`src/rtl/rxq_pkg.sv`:
```
package rxq_pkg;

    localparam int DATA_W = 8;

    typedef struct packed {
        logic brk;
        logic fe;
        logic pe;
    } rxq_flags_t;

    typedef struct packed {
        rxq_flags_t              flg;
        logic [DATA_W-1:0]       data;
    } rxq_ent_t;

    typedef struct packed {
        logic brk;
        logic fe;
        logic pe;
        logic oe;
    } rxq_err_t;

    typedef enum logic [4:0] {
        CMD_NONE        = 5'b00000,
        CMD_RX_RESET    = 5'b00010,
        CMD_ERR_CLEAR   = 5'b00100,
        CMD_ACC_ON_PUSH = 5'b01101
    } rxq_cmd_e;

    // OR a set of character flags into an error word when sel is high
    function automatic rxq_err_t fold_flags(input rxq_err_t e, input rxq_flags_t f, input logic sel);
        rxq_err_t r;
        r     = e;
        r.brk = e.brk | (sel & f.brk);
        r.fe  = e.fe  | (sel & f.fe);
        r.pe  = e.pe  | (sel & f.pe);
        return r;
    endfunction

endpackage

```
`src/rtl/rxq_ring.sv`:
```
module rxq_ring
    import rxq_pkg::*;
#(
    parameter int  DEPTH = 16,
    localparam int PW    = (DEPTH > 1) ? $clog2(DEPTH) : 1,
    localparam int CW    = $clog2(DEPTH + 1)
) (
    input  logic          clk,
    input  logic          rst,
    input  logic          flush,
    input  logic          wr_en,
    input  rxq_ent_t      wr_ent,
    input  logic          rd_en,
    output rxq_ent_t      head,
    output logic [CW-1:0] count
);

    rxq_ent_t         mem [DEPTH];
    logic [PW-1:0]    wp;
    logic [PW-1:0]    rp;

    function automatic logic [PW-1:0] bump(input logic [PW-1:0] p);
        return (p == PW'(DEPTH - 1)) ? '0 : p + 1'b1;
    endfunction

    always_ff @(posedge clk) begin
        if (rst || flush) begin
            wp    <= '0;
            rp    <= '0;
            count <= '0;
        end else begin
            if (wr_en) wp <= bump(wp);
            if (rd_en) rp <= bump(rp);
            count <= count + CW'(wr_en) - CW'(rd_en);
        end
    end

    always_ff @(posedge clk) begin
        if (wr_en) mem[wp] <= wr_ent;
    end

    assign head = mem[rp];

    // a write with no read never lands on a full ring
    p_no_overflow_r1: assert property (@(posedge clk) disable iff (rst)
        (wr_en && !rd_en) |-> (count != CW'(DEPTH)));

    // no read is issued to an empty ring
    p_no_underflow_r13: assert property (@(posedge clk) disable iff (rst)
        rd_en |-> (count != '0));

endmodule

```
`src/rtl/rxq_admit.sv`:
```
module rxq_admit
    import rxq_pkg::*;
#(
    parameter int  DEPTH = 16,
    localparam int CW    = $clog2(DEPTH + 1)
) (
    input  logic          clk,
    input  logic          rst,
    input  logic          flush,
    input  logic          push_v,
    input  rxq_ent_t      push_ent,
    input  logic          pop_req,
    input  logic [CW-1:0] count,
    input  logic          en_wr,
    input  logic          en_val,
    input  logic          line_mark,
    output logic          ring_wr,
    output rxq_ent_t      ring_ent,
    output logic          ring_rd,
    output logic          ovr,
    output logic          stored,
    output logic          hold_v,
    output logic          rx_en,
    output logic          blk
);

    rxq_ent_t hold_q;
    logic     full;
    logic     accept;
    logic     room;
    logic     hold_load;
    logic     hold_drop;

    assign full    = (count == CW'(DEPTH));
    assign ring_rd = pop_req && (count != '0) && !flush;
    assign accept  = push_v && rx_en && !blk && !flush;
    assign room    = !full || ring_rd;

    always_comb begin
        ring_wr   = 1'b0;
        ring_ent  = push_ent;
        ovr       = 1'b0;
        hold_load = 1'b0;
        hold_drop = 1'b0;
        if (hold_v && ring_rd) begin
            ring_wr   = 1'b1;
            ring_ent  = hold_q;
            hold_load = accept;
            hold_drop = !accept;
        end else if (accept && room) begin
            ring_wr   = 1'b1;
        end else if (accept && !hold_v) begin
            hold_load = 1'b1;
        end else if (accept) begin
            ovr       = 1'b1;
        end
    end

    assign stored = accept && !ovr;

    always_ff @(posedge clk) begin
        if (rst || flush) begin
            hold_q <= '0;
            hold_v <= 1'b0;
            rx_en  <= 1'b0;
            blk    <= 1'b0;
        end else begin
            if (hold_load) begin
                hold_q <= push_ent;
                hold_v <= 1'b1;
            end else if (hold_drop) begin
                hold_v <= 1'b0;
            end
            if (en_wr) rx_en <= en_val;
            if (stored && push_ent.flg.brk) blk <= 1'b1;
            else if (line_mark)             blk <= 1'b0;
        end
    end

    // the waiting slot is only occupied while the ring is full
    p_hold_needs_full_r4: assert property (@(posedge clk) disable iff (rst)
        hold_v |-> full);

    // the break block persists until the line reports marking
    p_block_holds_r12: assert property (@(posedge clk) disable iff (rst)
        (blk && !line_mark && !flush) |=> blk);

endmodule

```
`src/rtl/rxq_errs.sv`:
```
module rxq_errs
    import rxq_pkg::*;
(
    input  logic       clk,
    input  logic       rst,
    input  logic       flush,
    input  logic       clr,
    input  logic       mode_set,
    input  rxq_flags_t head_flags,
    input  logic       nz,
    input  logic       popped,
    input  logic       push_acc,
    input  rxq_flags_t push_flags,
    input  logic       ovr,
    output rxq_err_t   err,
    output logic       push_mode
);

    logic     seen;
    rxq_err_t acc;

    always_comb begin
        acc    = '0;
        acc    = fold_flags(acc, head_flags, !push_mode && nz && !seen);
        acc    = fold_flags(acc, push_flags, push_mode && push_acc);
        acc.oe = ovr;
    end

    always_ff @(posedge clk) begin
        if (rst || flush) begin
            err       <= '0;
            seen      <= 1'b0;
            push_mode <= 1'b0;
        end else begin
            err       <= clr ? rxq_err_t'('0) : (err | acc);
            if (popped)  seen <= 1'b0;
            else if (nz) seen <= 1'b1;
            push_mode <= push_mode | mode_set;
        end
    end

    // a clear command empties every error bit
    p_clear_r9: assert property (@(posedge clk) disable iff (rst)
        (clr && !flush) |=> (err == '0));

    // an overrun is recorded unless cleared in that cycle
    p_overrun_seen_r5: assert property (@(posedge clk) disable iff (rst)
        (ovr && !clr && !flush) |=> err.oe);

    // push-time mode is left only by a receiver reset
    p_mode_sticky_r8: assert property (@(posedge clk) disable iff (rst)
        (push_mode && !flush) |=> push_mode);

endmodule

```
`src/rtl/rxq_top.sv`:
```
module rxq_top
    import rxq_pkg::*;
#(
    parameter int  DEPTH = 16,
    localparam int CW    = $clog2(DEPTH + 1)
) (
    input  logic              clk,
    input  logic              rst,
    input  logic              push_valid,
    input  logic [DATA_W-1:0] push_data,
    input  logic              push_brk,
    input  logic              push_fe,
    input  logic              push_pe,
    input  logic              line_mark,
    input  logic              pop,
    input  logic              cmd_valid,
    input  logic [4:0]        cmd_code,
    input  logic              en_wr,
    input  logic              en_val,
    output logic [7:0]        stat,
    output logic [CW-1:0]     level,
    output logic [DATA_W-1:0] rd_data,
    output logic              rd_brk,
    output logic              rd_fe,
    output logic              rd_pe,
    output logic              rx_on
);

    logic     flush, clr, mode_set;
    rxq_ent_t push_ent, ring_ent, head;
    logic     ring_wr, ring_rd, ovr, stored, hold_v, blk, push_mode;
    rxq_err_t err;

    assign flush    = cmd_valid && (cmd_code == CMD_RX_RESET);
    assign clr      = cmd_valid && (cmd_code == CMD_ERR_CLEAR);
    assign mode_set = cmd_valid && (cmd_code == CMD_ACC_ON_PUSH);

    assign push_ent.flg.brk = push_brk;
    assign push_ent.flg.fe  = push_fe;
    assign push_ent.flg.pe  = push_pe;
    assign push_ent.data    = push_data;

    rxq_admit #(.DEPTH(DEPTH)) u_admit (
        .clk(clk), .rst(rst), .flush(flush),
        .push_v(push_valid), .push_ent(push_ent), .pop_req(pop),
        .count(level), .en_wr(en_wr), .en_val(en_val), .line_mark(line_mark),
        .ring_wr(ring_wr), .ring_ent(ring_ent), .ring_rd(ring_rd),
        .ovr(ovr), .stored(stored), .hold_v(hold_v), .rx_en(rx_on), .blk(blk)
    );

    rxq_ring #(.DEPTH(DEPTH)) u_ring (
        .clk(clk), .rst(rst), .flush(flush),
        .wr_en(ring_wr), .wr_ent(ring_ent), .rd_en(ring_rd),
        .head(head), .count(level)
    );

    rxq_errs u_errs (
        .clk(clk), .rst(rst), .flush(flush), .clr(clr), .mode_set(mode_set),
        .head_flags(head.flg), .nz(level != '0), .popped(ring_rd),
        .push_acc(stored), .push_flags(push_ent.flg), .ovr(ovr),
        .err(err), .push_mode(push_mode)
    );

    assign rd_data = head.data;
    assign rd_brk  = head.flg.brk;
    assign rd_fe   = head.flg.fe;
    assign rd_pe   = head.flg.pe;

    assign stat = {err.brk, err.fe, err.pe, err.oe, 2'b00,
                   level == CW'(DEPTH), level != '0};

    // with the receiver off and no pop, the ring level does not move
    p_idle_when_off_r11: assert property (@(posedge clk) disable iff (rst)
        (!rx_on && !pop && !flush) |=> $stable(level));

    // popping with a waiting character keeps the ring full
    p_full_persists_r4: assert property (@(posedge clk) disable iff (rst)
        (hold_v && pop && !flush) |=> (level == CW'(DEPTH)));

    // a read paired with a write leaves the level unchanged
    p_pair_level_r6: assert property (@(posedge clk) disable iff (rst)
        (ring_rd && ring_wr) |=> $stable(level));

    // nothing is stored while the break block is up
    p_block_no_store_r12: assert property (@(posedge clk) disable iff (rst)
        (blk && !pop && !flush) |=> $stable(level));

endmodule

```
`config.mk`:
```
export PLATFORM = sky130hd
export DESIGN_NAME = rxq_top
export DESIGN_NICKNAME = d
export VERILOG_FILES = /design/src/rtl/rxq_pkg.sv /design/src/rtl/rxq_ring.sv /design/src/rtl/rxq_admit.sv /design/src/rtl/rxq_errs.sv /design/src/rtl/rxq_top.sv
export SDC_FILE = /design/constraint.sdc
export NUM_CORES = 1
export LEC_CHECK = 0
export CORE_MARGIN = 5
export CORE_UTILIZATION = 55
export DETAILED_ROUTE_END_ITERATION = 10
export DONT_BUFFER_PORTS = 1
export PLACE_DENSITY = 0.73
export SYNTH_ARGS = -nofsm -noshare
export SYNTH_HDL_FRONTEND = slang
export SYNTH_SLANG_ARGS = --single-unit
```
`constraint.sdc`:
```
create_clock -name clk -period 4.3 [get_ports clk]
set_input_delay 0.43 -clock clk [delete_from_list [all_inputs] [get_ports clk]]
set_output_delay 0.43 -clock clk [all_outputs]
set_load 0.05 [all_outputs]
```
* After elaboration in Yosys (flattened, before gate mapping)
Memory sizes are Yosys's and may differ from the RTL's. A register that Yosys moved wholly into a read port is not among the register bits.
Index checks and enable logic that the tools add are counted.
** Storage, ports and cells
- Register bits :: 33
- Memory bits (writable) :: 176
- Input bits :: 24
- Output and inout port bits :: 25
- Word-level logic and storage cells :: 90
- Memories kept :: 1
** Memories
- u_ring.mem :: depth 16, bits a word 11, read ports 1, clocked after memory_dff 1, wr ports 1, line rxq_ring.sv:18 : rxq_ent_t mem [DEPTH];
** Operators by class
- $add $sub $neg :: 4
- Eq/ne operators :: 6
- Multiplexer cells :: 21
- Bitwise logic cells :: 11
- Reductions and logical operators :: 31
** Operator list (number)
- $logic_and A1 B1 Y1 :: 16
- $mux W1 :: 16
- $mux W4 :: 4
- $mux W11 :: 1
- $add A4 B1 Y4 const B :: 2
- $eq A4 B4 Y1 const B :: 2
- $logic_not A1 Y1 :: 8
- $and A1 B1 Y1 :: 6
- $add A5 B1 Y5 :: 1
- $eq A5 B2 Y1 const B :: 1
- $eq A5 B3 Y1 const B :: 1
- $eq A5 B4 Y1 const B :: 1
- $eq A5 B5 Y1 const B :: 1
- $reduce_bool A5 Y1 :: 1
- $sub A5 B1 Y5 :: 1
- $or A1 B1 Y1 :: 4
- $or A4 B4 Y4 :: 1
- $reduce_bool A2 Y1 :: 2
- $reduce_or A2 Y1 :: 2
- $logic_or A1 B1 Y1 :: 2

* Depth between registers and ports, before layout
- Word-level depth :: 14
- Gate-level depth with buffers :: 15
- Mapped depth without buffers :: 14

* Hierarchy
From an unflattened synthesis, not the netlist that was laid out.
** Second synthesis, totals
- Cells, all modules :: 497
- Area total of the unflattened synthesis :: 8744.6 um^2
** Modules (own cells, without submodules)
- rxq_ring :: times used 1, cells each 373, area an instance 7604.8 um^2
- rxq_admit :: times used 1, cells each 89, area an instance 822.0 um^2
- rxq_errs :: times used 1, cells each 22, area an instance 220.2 um^2
- rxq_top :: times used 1, cells each 13, area an instance 97.6 um^2

* Worst setup path after synthesis
Ideal clock, no wire load.
- Kind :: register to register
- Start point :: reg u_ring.count[2]
- End point :: mem u_ring.mem[1][0] (netlist bit) (enable)
- Library setup time :: 0.412 ns
- Arrival time :: 3.134 ns
- Data required time :: 3.888 ns
- Path slack :: 0.754 ns
- Cell stages (with the launch flop) :: 8
- Path buffers :: 1
- Clock period less this slack :: 3.546 ns
- Path through :: dfxtp_1 inv_1 ha_1 nor4bb_1 buf_2 o21bai_1 nand3_1 nor4b_1
** Between the ends
- Elaborated cells on any way between the ends :: 12
- Those cells by class :: eq/ne: 1; mux: 4; reduce/logical: 7
** RTL lines
- start: declaration :: line rxq_ring.sv:15 : output logic [CW-1:0] count
- start signal: assignment :: line rxq_ring.sv:34 : count <= count + CW'(wr_en) - CW'(rd_en);
- $eq A5 B5 Y1 :: line rxq_admit.sv:34 : assign full = (count == CW'(DEPTH));
- via u_admit.full :: line rxq_admit.sv:28 : logic full;
- $logic_not A1 Y1 :: line rxq_admit.sv:37 : assign room = !full || ring_rd;
- $logic_or A1 B1 Y1 :: line rxq_admit.sv:37
- $logic_and A1 B1 Y1 :: line rxq_admit.sv:50 : end else if (accept && room) begin
- $mux W1 :: line rxq_admit.sv:50
- $mux W1 :: line rxq_admit.sv:45 : if (hold_v && ring_rd) begin
- $mux W1 :: line rxq_ring.sv:39 : if (wr_en) mem[wp] <= wr_ent;
- $mux W1 (implied by the code) :: line rxq_ring.sv:39
- end: declaration :: line rxq_ring.sv:18
The timed path passes the listed nets, and every way through them passes these cells.

* Worst setup path after layout
- Start point :: reg u_ring.count[2]
- End point :: reg u_ring.count[4]
** Between the ends
- Cells in the longest elaborated chain, start to end :: 9
- Elaborated cells on any way between the ends :: 12
- Those cells by class :: add/sub: 2; eq/ne: 1; mux: 2; reduce/logical: 7
** RTL lines
- $reduce_bool A5 Y1 *
- via stat[0] :: line rxq_top.sv:20 : output logic [7:0] stat,
- $logic_and A1 B1 Y1 * (2 in a row) :: line rxq_admit.sv:35 : assign ring_rd = pop_req && (count != '0) && !flush;
- $logic_or A1 B1 Y1 :: line rxq_admit.sv:37
- $logic_and A1 B1 Y1 :: line rxq_admit.sv:50
- $mux W1 :: line rxq_admit.sv:50
- $mux W1 :: line rxq_admit.sv:45
- $add A5 B1 Y5 :: line rxq_ring.sv:34
- $sub A5 B1 Y5 * :: line rxq_ring.sv:34
The timed path passes the listed nets; every way through them passes the cells marked *.
A chain may end at the register's enable or synchronous reset.

==> impl_metrics.py <==
metrics = {
    "placement": {
        "place.gp.congestion": 0.795,
        "pre_cts_ws_ns": 0.862,
        "dp.cells": 715,
        "io_buffers": 0,
        "post-dp-hpwl_um": 11200,
    },
    "outcome": {
        "status": "finished, final reports clean",
    },
    "sta": {
        "hold_viol": 0,
        "min_period_over_period_pct": 81.2,
        "worstMarginPinSlew_ns": 1.25,
        "max_freq_mhz": 286,
        "layout_min_cycle_time_ns": 3.49,
        "finalSetupViolCount": 0,
        "relSlewSlack_pct": 15.9,
        "drv_slew": 0,
        "setup_tns_ns": 0,
        "worst_slack_ns": 0.807,
        "rsz0062_at_grt": "no",
        "skew_ns": 0.00771,
    },
    "yosys": {
        "synth-seq-cells": 213,
        "synthTopCellsByArea": "edfxtp_1, mux4_2, dfxtp_1, mux2_4, ha_1",
        "synth-edff-count": 176,
        "avgSynthCellArea_sq_um": 17.5,
        "syn_area_sq_um": 8780,
        "syn_inst": 503,
        "synth_cell_types": 52,
        "synth_ff_type": "edfxtp_1",
        "async_flop_share_pct": 0,
        "yosysWarnings": 0,
        "synth_area_leader_cell": "edfxtp_1",
        "yosysSeqAreaShare_pct": 68.6,
        "synth_top_area_share_pct": 60.2,
    },
    "setup_path": {
        "critPathMaxStageDelay_ns": 0.44,
        "cp.arrival_ns": 3.84,
        "path_max_fanout": 7,
        "critPathBufInv": 5,
        "cp.required_ns": 4.65,
        "critPathTopFamily": "adder cells",
        "worstSetupPathType": "reg2reg",
        "start_kind": "flop",
        "cpMaxStageDelayCell": "nor4b_2",
        "timing.critical_path.to_type": "flop",
        "path_cells": "buf_4 -> inv_1 -> ha_1 -> nor4b_2 -> inv_2 -> o211a_1 -> ha_1 -> inv_1 -> ha_1 -> inv_1 -> fa_1 -> nand2b_1 -> a21oi_1 -> o21ai_0 -> nor3b_1",
    },
    "min_path": {
        "hold_class": "in2reg",
    },
    "global_routing": {
        "grt_first_pass_wirelength_um": 28200,
        "grt_usage_pct": 20.5,
        "antenna_found_initial": 0,
        "grt_max_degree": 28,
        "gr-total-overflow": 0,
        "first_global_vias": 4773,
    },
    "clock_network": {
        "clk_pin_slew_ns": 0.07,
        "cts_hold_buf": 0,
        "cts_root_buffer": "clkbuf_16",
        "cts_buffer_depth": 3,
        "cts_tree": "yes",
        "post_cts_resized": 0,
        "postCtsSetupBuffers": 0,
        "clkLatencyLatePin_ns": 0.50,
        "cts_buffers": 22,
        "clock-sinks": 213,
        "h-tree-depth": 1,
    },
    "power": {
        "combPwrFrac_pct": 16.5,
        "sw_frac_of_total_pct": 27.9,
        "clkPwrFrac_pct": 36.2,
        "power.leakage_nw": 3.21,
        "pwr-share-seq_pct": 47.4,
        "power_switching_mw": 1.46,
        "powerDensity_nw_per_um2": 531,
        "internal_power_mw": 3.77,
        "vdd_drop_max_uv": 442,
    },
    "layout": {
        "diodes": 0,
        "area_delta_synth_final_pct": 12.2,
        "final_core_util_pct": 62.5,
        "instances_no_fill": 754,
        "fin_nets": 559,
        "final_cell_mix": "edfxtp_1, mux4_2, dfxtp_1",
        "final_common_cell": "edfxtp_1",
        "drive_gt1_share_pct": 26.4,
    },
    "detailed_routing": {
        "drtIter0Drc": 364,
        "totalWireLength_um": 18300,
        "via_per_inst": 6.02,
        "vias": 4542,
        "drc_errors": 0,
        "avgRoutedWirePerCell_um": 24.3,
        "antenna_left": 0,
        "first_pass_iters": 5,
    },
    "floorplan": {
        "fp-row-count": 46,
        "pin_count": 49,
        "start_util_pct": 55.7,
        "die_y_um": 136,
        "dieWidth_um": 136,
        "dieArea_sq_um": 18600,
        "coreArea_sq_um": 15800,
    },
    "run": {
        "maxCapViolations": 0,
    },
}
## metrics by stage
| stage | area, sq um | power, mW | hold slack, ns |
|---|---|---|---|
| global placement | 9130 | 3.36 | 0.460 |
| finish | 9850 | 5.24 | 0.0717 |
| floorplan | 8790 | 3.22 | 0.451 |
| detailed placement | 9130 | 3.38 | 0.471 |
| CTS | 9850 | 5.27 | 0.0560 |
| global route | 9850 | 5.42 | 0.0668 |
## path summary, 6_finish.rpt
| check | start | end | slack, ns | cells after the start |
|---|---|---|---|---|
| setup / recovery | u_ring.count[2] | u_ring.count[4] | 0.81 | 15 |
| hold / removal | push_data[0] | u_admit.hold_q[0] | 0.07 | 2 |
| setup reg to reg | u_ring.count[2] | u_ring.count[4] | 0.81 | 15 |
| hold reg to reg | u_admit.hold_q[5] | u_admit.hold_q[5] | 0.48 | 2 |
## logic make-up after synthesis
kind of cell,after synthesis,synth area share (%)
AO/OA/AOI/OAI,58,4.12
other,1,0.0427
multiplexers,75,16.6
AND/OR/NAND/NOR,90,5.47
adder cells (fa/ha/maj),12,1.80
XOR/XNOR,4,0.399
flip-flops,213,68.6
buffers and inverters,50,2.93
## layer usage
metal | track usage (%) | share of wire (%)
met5 | 0 | 0
met4 | 4.14 | 1.6
met3 | 5.59 | 7.5
met2 | 35.0 | 50
met1 | 26.8 | 40
## registers in the layout, summed over array words and instances, names as in the netlist, named ones only
name,cells
u_ring.mem,176
u_admit.hold_q,11
u_ring.count,5
u_errs.err,4
u_ring.rp,4
u_ring.wp,4
u_admit.blk,1
u_admit.hold_v,1
u_admit.rx_en,1
u_errs.push_mode,1
u_errs.seen,1
## synth_stat cells, types with 2 or more instances
master,number
nor3b_1,2
a21oi_1,22
nor4bb_1,2
edfxtp_1,176
xnor2_1,2
nand2_1,13
a31oi_1,3
o31ai_1,2
dfxtp_1,37
buf_4,7
ha_1,11
o221ai_1,3
nor2_1,23
nand3_1,19
nor3_1,10
mux2_2,7
o21ai_0,15
mux2_4,10
buf_2,9
mux4_2,52
nor4b_1,2
o211a_1,2
inv_1,19
nand4_1,3
xor2_1,2
a21o_1,3
nand3b_1,3
clkbuf_1,10
nand2b_1,5
buf_6,2
mux2i_1,6
## power groups by stage
stage,Sequential (mW),Combinational [mW],Clock [mW]
final,2.48,0.863,1.89
after global routing,2.49,0.923,2.01
after CTS,2.48,0.866,1.92
after detailed placement,2.52,0.858,0
after global placement,2.52,0.840,0
after floorplan,2.48,0.741,0
## layout make-up
| cell class | instances | area, sq um |
|---|---|---|
| clock buffers | 25 | 562 |
| flip-flops and latches | 213 | 6030 |
| clock inverters | 14 | 161 |
| multi-input cells | 241 | 2560 |
| fillers | 1126 | 5920 |
| repair buffers | 25 | 200 |
| inverters | 20 | 75.1 |
| well taps | 216 | 270 |
Note: power is estimated with default switching activity, not from simulation.
